`config.mk`:
```
export PLATFORM = sky130hd
export DESIGN_NAME = flash_irq_status
export DESIGN_NICKNAME = d
export VERILOG_FILES = /design/src/rtl/flash_irq_status.sv
export SDC_FILE = /design/constraint.sdc
export NUM_CORES = 1
export LEC_CHECK = 0
export BUFFER_PORTS_ARGS = -buffer_cell sky130_fd_sc_hd__buf_2
export CORE_MARGIN = 2
export CORE_UTILIZATION = 51
export DETAILED_ROUTE_END_ITERATION = 6
export PLACE_DENSITY = 0.86
export SLEW_MARGIN = 15
export SYNTH_ARGS = -nofsm -noshare
export SYNTH_HDL_FRONTEND = slang
export SYNTH_SLANG_ARGS = --single-unit
```
`constraint.sdc`:
```
create_clock -name clk -period 3.9 [get_ports clk]
set_input_delay 0.78 -clock clk [delete_from_list [all_inputs] [get_ports clk]]
set_output_delay 0.78 -clock clk [all_outputs]
set_load 0.02 [all_outputs]
```
`src/rtl/flash_irq_status.sv`:
```
module flash_irq_status #(
  parameter int ADDR_W = 8,
  parameter int DW = 32,
  parameter logic [ADDR_W-1:0] STAT_OFS = 8'h40,
  parameter logic [ADDR_W-1:0] MASK_OFS = 8'h44
) (
  input  logic              clk,
  input  logic              rst_n,
  input  logic [ADDR_W-1:0] reg_addr,
  input  logic              reg_wr,
  input  logic              reg_rd,
  input  logic [DW-1:0]     reg_wdata,
  output logic [DW-1:0]     reg_rdata,
  input  logic [12:1]       src_evt,
  input  logic              legacy_mode,
  input  logic              master_mode,
  input  logic              ss_n,
  input  logic              en_wr,
  input  logic              en_din,
  output logic              ctrl_en,
  output logic              irq
);
  localparam int NSRC = 13;
  localparam logic [NSRC-1:0] LEG_BITS = 13'h07C0;
  localparam logic [NSRC-1:0] COR_BITS = 13'h0083;

  logic [NSRC-1:0] stat_q, mask_q, set_v, w1c_v, cor_v;
  logic st_hit, mk_hit, fault;
  logic unused_hi;

  assign unused_hi = &{1'b0, reg_wdata[DW-1:NSRC]};
  assign st_hit = (reg_addr == STAT_OFS);
  assign mk_hit = (reg_addr == MASK_OFS);
  assign fault  = master_mode & ~ss_n;

  assign set_v = {src_evt, fault} & mask_q & (legacy_mode ? {NSRC{1'b1}} : ~LEG_BITS);
  assign w1c_v = (reg_wr && st_hit) ? reg_wdata[NSRC-1:0] : '0;
  assign cor_v = (reg_rd && st_hit) ? COR_BITS : '0;
  assign irq   = |stat_q;

  always_ff @(posedge clk) begin
    if (!rst_n) stat_q <= '0;
    else        stat_q <= (stat_q & ~(w1c_v | cor_v)) | set_v;
  end

  always_ff @(posedge clk) begin
    if (!rst_n)                mask_q <= '0;
    else if (reg_wr && mk_hit) mask_q <= reg_wdata[NSRC-1:0];
  end

  always_ff @(posedge clk) begin
    if (!rst_n)     ctrl_en <= 1'b0;
    else if (fault) ctrl_en <= 1'b0;
    else if (en_wr) ctrl_en <= en_din;
  end

  always_ff @(posedge clk) begin
    if (!rst_n) reg_rdata <= '0;
    else if (reg_rd) begin
      if (st_hit)      reg_rdata <= {{(DW-NSRC){1'b0}}, stat_q};
      else if (mk_hit) reg_rdata <= {{(DW-NSRC){1'b0}}, mask_q};
      else             reg_rdata <= '0;
    end
  end

  p_mask_gate_r3: assert property (@(posedge clk) disable iff (!rst_n)
    ((stat_q & ~$past(stat_q) & ~$past(mask_q)) == '0));

  p_legacy_gate_r6: assert property (@(posedge clk) disable iff (!rst_n)
    !$past(legacy_mode) |-> ((stat_q & ~$past(stat_q) & LEG_BITS) == '0));

  p_w1c_clear_r5: assert property (@(posedge clk) disable iff (!rst_n)
    $past(reg_wr && st_hit) |-> ((stat_q & $past(reg_wdata[NSRC-1:0]) & ~$past(set_v)) == '0));

  p_read_clear_r7: assert property (@(posedge clk) disable iff (!rst_n)
    $past(reg_rd && st_hit) |-> ((stat_q & COR_BITS & ~$past(set_v)) == '0));

  p_fault_disable_r10: assert property (@(posedge clk) disable iff (!rst_n)
    $past(fault) |-> !ctrl_en);
endmodule

```
# --- Yosys cells after proc, flatten, opt, wreduce, memory -nomap -nowiden ---
# Cells that the tools add are included.
word_totals:
  output_inout_bits: 34
  wordCells: 25
  in_bits: 61
  reg_bits: 59
op_classes:
  n_eq_ne: 2
  bitwise_logic: 9
  n_reduce_logical: 5
  muxes: 5
ops:
  columns: ["op", "count"]
  rows:
  - ["13-bit AND", 3]
  - ["13-bit two-way mux", 3]
  - ["8-bit by 7-bit == test with 1-bit output, second input constant", 2]
  - ["13-bit NOT", 1]
  - ["13-bit bitwise OR", 1]
  - ["13-bit by 8-bit bitwise OR with 13-bit output", 1]
  - ["13-bit OR reduction", 1]
  - ["11-bit two-way mux", 1]
  - ["8-bit two-way mux", 1]
  - ["1-bit logical AND", 3]
  - ["1-bit NOT", 2]
  - ["2-bit OR reduction", 1]
  - ["1-bit AND", 1]

# --- Depth between registers and ports, before layout ---
# Gate-level depths: netlist of the first run.
logic_depth:
  word_depth: 7
  ltp_mapped: 5

# --- Worst setup path before layout of the first run ---
# Ideal clock, no wire load.
synth_timing:
  path_type: "input to register"
  startpoint: "input reg_addr[4]"
  endpoint: "register stat_q[0]"
  setup_ps: 131
  stages: 4
  n_path_buf: 1
  path_slack_ps: 1910
  t_arrival_ps: 1859
  cell_sequence: "or4b_4 buf_4 o311ai_1 o22ai_1"
synth_via:
  elab_chain_cells: 7
synth_lines:
  columns: ["item", "line_no", "source"]
  rows:
  - ["start: declaration", "9", "input logic [ADDR_W-1:0] reg_addr,"]
  - ["8-bit by 7-bit == test with 1-bit output (*)", "32", "assign st_hit = (reg_addr == STAT_OFS);"]
  - ["1-bit logical AND (on tied branches)", "37, 38", null]
  - ["13-bit two-way mux / 8-bit two-way mux (equally long branches)", "37, 38", null]
  - ["13-bit by 8-bit bitwise OR with 13-bit output (*)", "43", "else stat_q <= (stat_q & ~(w1c_v | cor_v)) | set_v;"]
  - ["13-bit NOT (*)", "43", null]
  - ["13-bit AND (*)", "43", null]
  - ["13-bit bitwise OR (*)", "43", null]
  - ["end signal: assignment", "43", null]
  - ["end: declaration", "27", "logic [NSRC-1:0] stat_q, mask_q, set_v, w1c_v, cor_v;"]
# Mark *: on every way between the ends. The rest lies on a longest branch, timed or not.
# A chain may end at the register's enable or synchronous reset.

# --- Worst setup path in the final report of the first run ---
layout_timing:
  startpoint: "input reg_addr[2]"
  endpoint: "register mask_q[11]"
layout_via:
  elab_chain_cells: 2
layout_lines:
  columns: ["item", "line_no", "source"]
  rows:
  - ["8-bit by 7-bit == test with 1-bit output", "33", "assign mk_hit = (reg_addr == MASK_OFS);"]
  - ["1-bit logical AND", "48", "else if (reg_wr && mk_hit) mask_q <= reg_wdata[NSRC-1:0];"]
  - ["end signal: assignment", "48", null]
  - ["end: declaration", "27", null]
# No other way between the ends.

==> metrics.csv, run 1 <==
metric,value,unit
status,completed,
hold_buffers,0,
cap_violations,0,
power_leakage,0.881,nW
place_hpwl,3.56,mm
via_per_inst,6.18,
drt_iter0_drc,201,
finalWirelength,5.20,mm
cp-end-kind,register,
grt_max_degree,38,
syn_area,2130,µm²
grt_pass1_wl,8.23,mm
start_util,0.533,
async_flop_share,0,
final_area,2410,µm²
maxSlewViolCount,0,
slew_headroom,0.321,
synthFlopType,dfxtp_1,
critPathLaunch,reg_addr[2],
clk_pin_slew,70,ps
grt.total_usage,0.231,
synth_seq_cells,40,
startpoint_type,input pin,
routabilityCongestion,0.873,
rsz0062_at_grt,no,
crit_fanout,36,
postCtsSetupBuffers,0,
finalCriticalPeriod,2440,ps
yosys_warnings,0,
setup_viol,0,
syn_avg_cell_area,8.92,µm²
power.density,313,nW/µm²
reg2reg_from,mask_q[7]$_SDFFE_PN0P_,
fin_tns_setup,0,ps
io_pins,95,
drc,0,
reg2reg_slack,2920,ps
final_nets,344,
synth.distinct_cells,36,
synth_largest_area_cell,dfxtp_1,
cts-resized-gates,0,
holdCritPathClass,reg2reg,
synth_area_leaders,"dfxtp_1 (38%), nand4_1 (11%), buf_4 (7.4%)",
clockRootBuffer,clkbuf_8,
syn-instance-count,239,
die_w,68.7,µm
antenna_left,0,
num_vias,2057,
cts_buffers,5,
cts.path.max_buffers,2,
synth_top_area_share,0.376,
htreeDepth,2,
finalHoldViolCount,0,
clock_skew,7.76,ps
die_area,4710,µm²
coreArea,4000,µm²
cp-endpoint,mask_q[11]$_SDFFE_PN0P_,
insertion_delay,290,ps
synth_most_common_cell,dfxtp_1,
rr_worst_depth,3,
grt_pass1_vias,1761,
critPathKind,in2reg,
cts_tree,yes,
clock-sinks,40,
whs,475,ps
peakVddDrop,0.000232,V
row_count,23,
die_h,68.7,µm
finalPower,0.754,mW
worstPathArrival,2580,ps
drt_first_pass_iters,4,
synth_edf_count,0,
area_growth,13.1,%
grt-ovfl-total,0,
post_drt_wl_per_cell,15.6,µm
drive_gt1_frac,0.318,
tightest_slew,1020,ps
rr_endpoint,stat_q[7]$_SDFF_PN0_,
period_share,0.624,
ys_seq_area_frac,0.376,
antenna_found_initial,0,
post_dp_cell_area,2330,µm²
place.port_buffers,56,
required,4040,ps
diodes,0,
synthTopCellsByCount,"dfxtp_1 (40), nand4_1 (36), buf_4 (21)",
timing.fmax,411,MHz
cells by family after synthesis:
family | share of synthesized area
flops | 0.376
simple gates | 0.226
compound gates | 0.249
buf+inv | 0.132
mux | 0.0153
other cells | 0.00176
flip-flops by register name, indices dropped and copies added (netlist names):
register	count
stat_q	13
mask_q	13
reg_rdata	13
ctrl_en	1
how the worst min path moves through the flow:
stage / startpoint / endpoint / slack, ps / cells after the start
2_1_floorplan: mask_q[2]$_SDFFE_PN0P_ / stat_q[2]$_SDFF_PN0_ / 450 / 2
3_3_place_gp: reg_rdata[5]$_SDFFE_PN0P_ / reg_rdata[5]$_SDFFE_PN0P_ / 460 / 2
3_5_place_dp: mask_q[2]$_SDFFE_PN0P_ / stat_q[2]$_SDFF_PN0_ / 460 / 2
4_1_cts: reg_rdata[11]$_SDFFE_PN0P_ / reg_rdata[11]$_SDFFE_PN0P_ / 470 / 2
5_1_grt: reg_rdata[6]$_SDFFE_PN0P_ / reg_rdata[6]$_SDFFE_PN0P_ / 490 / 2
6_report: reg_rdata[1]$_SDFFE_PN0P_ / reg_rdata[1]$_SDFFE_PN0P_ / 480 / 2
through the flow:
step                instances  utilization  setup slack [ps]
global placement          326        0.583              1240
finish                    333        0.603              1460
floorplan                 257            -              1910
global route              333        0.603              1340
detailed placement        326        0.583              1250
CTS                       333        0.603              1540
critical path, stage by stage:
cell      delay [ps]
buf_2            560
clkinv_1         500
buf_4            350
o31ai_2          250
a21oi_1          100
cells in the final DEF, fill, tap and decap left out:
cell,instances
o31ai_1,4
conb_1,19
a311oi_1,4
o21ai_0,1
a32oi_1,2
nand2b_1,1
nor2_1,4
or4b_2,1
nor4b_2,2
o311ai_1,2
buf_4,4
o22ai_1,1
inv_2,1
and4_1,3
nand3_1,6
o41ai_2,6
clkinv_1,1
o31ai_2,10
clkbuf_1,1
dfxtp_1,40
and2_1,1
buf_2,56
mux2i_1,1
nor3_1,2
clkinv_2,1
a21oi_1,19
a31oi_1,15
or4b_4,1
mux2_2,2
inv_1,7
clkbuf_8,5
nor4b_4,1
nand4_1,36
a221oi_1,1
nor4_1,2
or4b_1,1
nand2_1,19
power by group:
| group | internal (mW) | switching [mW] | leakage [nW] | total [mW] |
|---|---|---|---|---|
| Sequential | 0.409 | 0.000448 | 0.322 | 0.409 |
| Combinational | 0.0232 | 0.0648 | 0.518 | 0.0880 |
| Clock | 0.122 | 0.135 | 0.0410 | 0.256 |
per-layer routing:
layer,up-vias,GRT usage,part of all wire
li1,977,-,-
met1,949,0.318,0.42
met2,116,0.359,0.47
met3,15,0.0471,0.085
met4,0,0.0775,0.022
met5,-,0,0
area by class of cell:
cell class | instances | area [µm²]
Tap cell | 50 | 62.6
Clock buffer | 6 | 72.6
Sequential cell | 40 | 801
Fill cell | 356 | 1590
Multi-Input combinational cell | 167 | 1130
Clock inverter | 1 | 5.00
Timing Repair Buffer | 60 | 310
Inverter | 9 | 33.8
Power figures use the tool's default switching activity.
==> run 2, diff against run 1 <==
CORE_UTILIZATION = 42   (was 51)
PLACE_DENSITY = 0.75   (was 0.86)
clock period = 2.2 ns   (was 3.9 ns; I/O delays follow)
==> run 2 against run 1 <==
  * Cell count up 6.3%
  * Sequential cell count unchanged
  * Critical path depth fell by 2
  * Highest routed layer unchanged
  * Worst hold slack worse by 120 ps
  * Routed wire length grew 3.4%
  * Largest power group unchanged
  * Total power grew 110%
==> metrics.csv, run 2 (synthesized netlist as in run 1, its figures left out) <==
metric,value,unit,change
postCtsSetupBuffers,0,,unchanged
die_h,75.3,µm,was 68.7 µm
min_path_cells,2,,unchanged
setup_ws,350,ps,was 1460 ps
holdCritPathClass,in2reg,,was reg2reg
grt-ovfl-total,0,,unchanged
setup_viol,0,,unchanged
maxSlewViolCount,0,,unchanged
die_area,5660,µm²,was 4710 µm²
slew_headroom,0.571,,was 0.321
status,completed,,unchanged
post_drt_wl_per_cell,15.2,µm,was 15.6 µm
num_vias,2010,,was 2057
antenna_left,0,,unchanged
cts.path.max_buffers,2,,unchanged
diodes,0,,unchanged
finalCriticalPeriod,1850,ps,
cts_tree,yes,,unchanged
dpl_worst_slack,313,ps,was 1250 ps
place_hpwl,3.71,mm,was 3.56 mm
finalHoldViolCount,0,,unchanged
period_share,0.841,,
clock-sinks,40,,unchanged
hold_buffers,0,,unchanged
max_stage_delay,410,ps,was 560 ps
crit_chain,nor4_1 -> nand4_1 -> buf_2,,was buf_2 -> clkinv_1 -> buf_4 -> o31ai_2 -> a21oi_1
peakVddDrop,0.000321,V,was 0.000232 V
cp.buffers_inverters,1,,was 3
min_to,stat_q[8]$_SDFF_PN0_,,was reg_rdata[1]$_SDFFE_PN0P_
rsz0062_at_grt,no,,unchanged
required,1760,ps,was 4040 ps
critPathKind,reg2out,,was in2reg
worstPathArrival,1410,ps,was 2580 ps
seqCellArea,801,µm²,unchanged
final_common_cell,buf_2,,unchanged
tightest_slew,643,ps,was 1020 ps
power.density,615,nW/µm²,was 313 nW/µm²
via_per_inst,5.68,,was 6.18
htreeDepth,2,,unchanged
drive_gt1_frac,0.331,,was 0.318
start_util,0.443,,was 0.533
place.port_buffers,56,,unchanged
clock_skew,6.11,ps,was 7.76 ps
layout_common_cells,"buf_2 (56), dfxtp_1 (40), nand4_1 (36)",,unchanged
clockRootBuffer,clkbuf_8,,unchanged
crit_path_top_delay_cell,nor4_1,,was buf_2
clk_pin_slew,80,ps,was 70 ps
finalWirelength,5.38,mm,was 5.20 mm
cp-end-kind,output pin,,was register
area_growth,18.0,%,was 13.1%
io_pins,95,,unchanged
multiInputGateArea,1130,µm²,unchanged
drt_first_pass_iters,4,,unchanged
drc,0,,unchanged
cts-resized-gates,0,,unchanged
routabilityCongestion,0.777,,was 0.873
grt_pass1_vias,1759,,was 1761
crit_fanout,3,,was 36
grt_pass1_wl,8.45,mm,was 8.23 mm
final_core_util,0.522,,was 0.603
cts_buffers,5,,unchanged
row_count,25,,was 23
die_w,75.3,µm,was 68.7 µm
rr_worst_depth,3,,unchanged
cap_violations,0,,unchanged
coreArea,4820,µm²,was 4000 µm²
timing.fmax,541,MHz,
reg2reg_from,stat_q[12]$_SDFF_PN0_,,was mask_q[7]$_SDFFE_PN0P_
dp.cells,346,,was 326
drt_iter0_drc,249,,was 201
finalPower,1.55,mW,was 0.754 mW
grt.total_usage,0.195,,was 0.231
rr_endpoint,reg_rdata[12]$_SDFFE_PN0P_,,was stat_q[7]$_SDFF_PN0_
fin_cells,354,,was 333
min_from,reg_wdata[8],,was reg_rdata[1]$_SDFFE_PN0P_
fin_tns_setup,0,ps,unchanged
grt_max_degree,38,,unchanged
power_leakage,0.924,nW,was 0.881 nW
insertion_delay,290,ps,about the same
final_nets,347,,was 344
startpoint_type,register,,was input pin
reg2reg_slack,1220,ps,was 2920 ps
critPathTopFamily,simple AND/OR/NAND/NOR gates,,was buffers and inverters
antenna_found_initial,0,,unchanged
nFillCells,474,,was 356
largest_registers,"mask_q (13), reg_rdata (13), stat_q (13)",,unchanged
-- run 2: cell types whose count changed in the layout (fill, tap and decap cells not counted) --
cell       change
buf_4          +2
clkbuf_8       +2
buf_12         +1
bufinv_16      +1
clkbuf_1       -1
clkinv_2       -1
-- run 2: layer usage --
| metal | GRT usage | vias up | wire, µm |
|---|---|---|---|
| met3 | 0.0361 | 8 | 408 |
| met4 | 0.0799 | 0 | 84 |
| li1 | - | 977 | - |
| met5 | 0 | - | 0 |
| met2 | 0.308 | 83 | 2550 |
| met1 | 0.264 | 942 | 2340 |
-- run 2: metrics by stage --
stage	hold slack, ps	instance area (µm²)
CTS	349	2520
floorplan	445	2200
finish	352	2520
global placement	456	2390
global route	354	2520
detailed placement	463	2390
-- run 2: power by group --
| group | switching, mW | total [mW] | internal (mW) | leakage (nW) |
|---|---|---|---|---|
| sequential | 0.000789 | 0.725 | 0.724 | 0.322 |
| combinational | 0.117 | 0.163 | 0.0458 | 0.537 |
| clock | 0.258 | 0.658 | 0.400 | 0.0645 |
| total | 0.376 | 1.55 | 1.17 | 0.924 |
-- run 2: final cells by class --
cell class / instances / area share
timing repair buffer: 63 / 0.137
multi-input combinational: 167 / 0.448
clock buffer: 7 / 0.0383
tap: 67 / 0.0333
clock inverter: 1 / 0.0119
inverter: 9 / 0.0134
sequential: 40 / 0.318
-- run 2: how the worst max path moves through the flow --
stage                         startpoint  slack [ps]                    to  cells past startpoint
floorplan                    reg_addr[4]         550  stat_q[0]$_SDFF_PN0_                      4
global placement             reg_addr[4]         330  stat_q[5]$_SDFF_PN0_                      4
detailed placement           reg_addr[4]         310  stat_q[4]$_SDFF_PN0_                      4
CTS                 stat_q[5]$_SDFF_PN0_         370                   irq                      3
global route        stat_q[5]$_SDFF_PN0_         290                   irq                      3
finish              stat_q[5]$_SDFF_PN0_         350                   irq                      3
-- run 2: worst reg2reg max path, stage by stage, from the launching register on --
cell	delay [ps]
dfxtp_1	350
mux2_2	270
a32oi_1	180
nor2_1	50
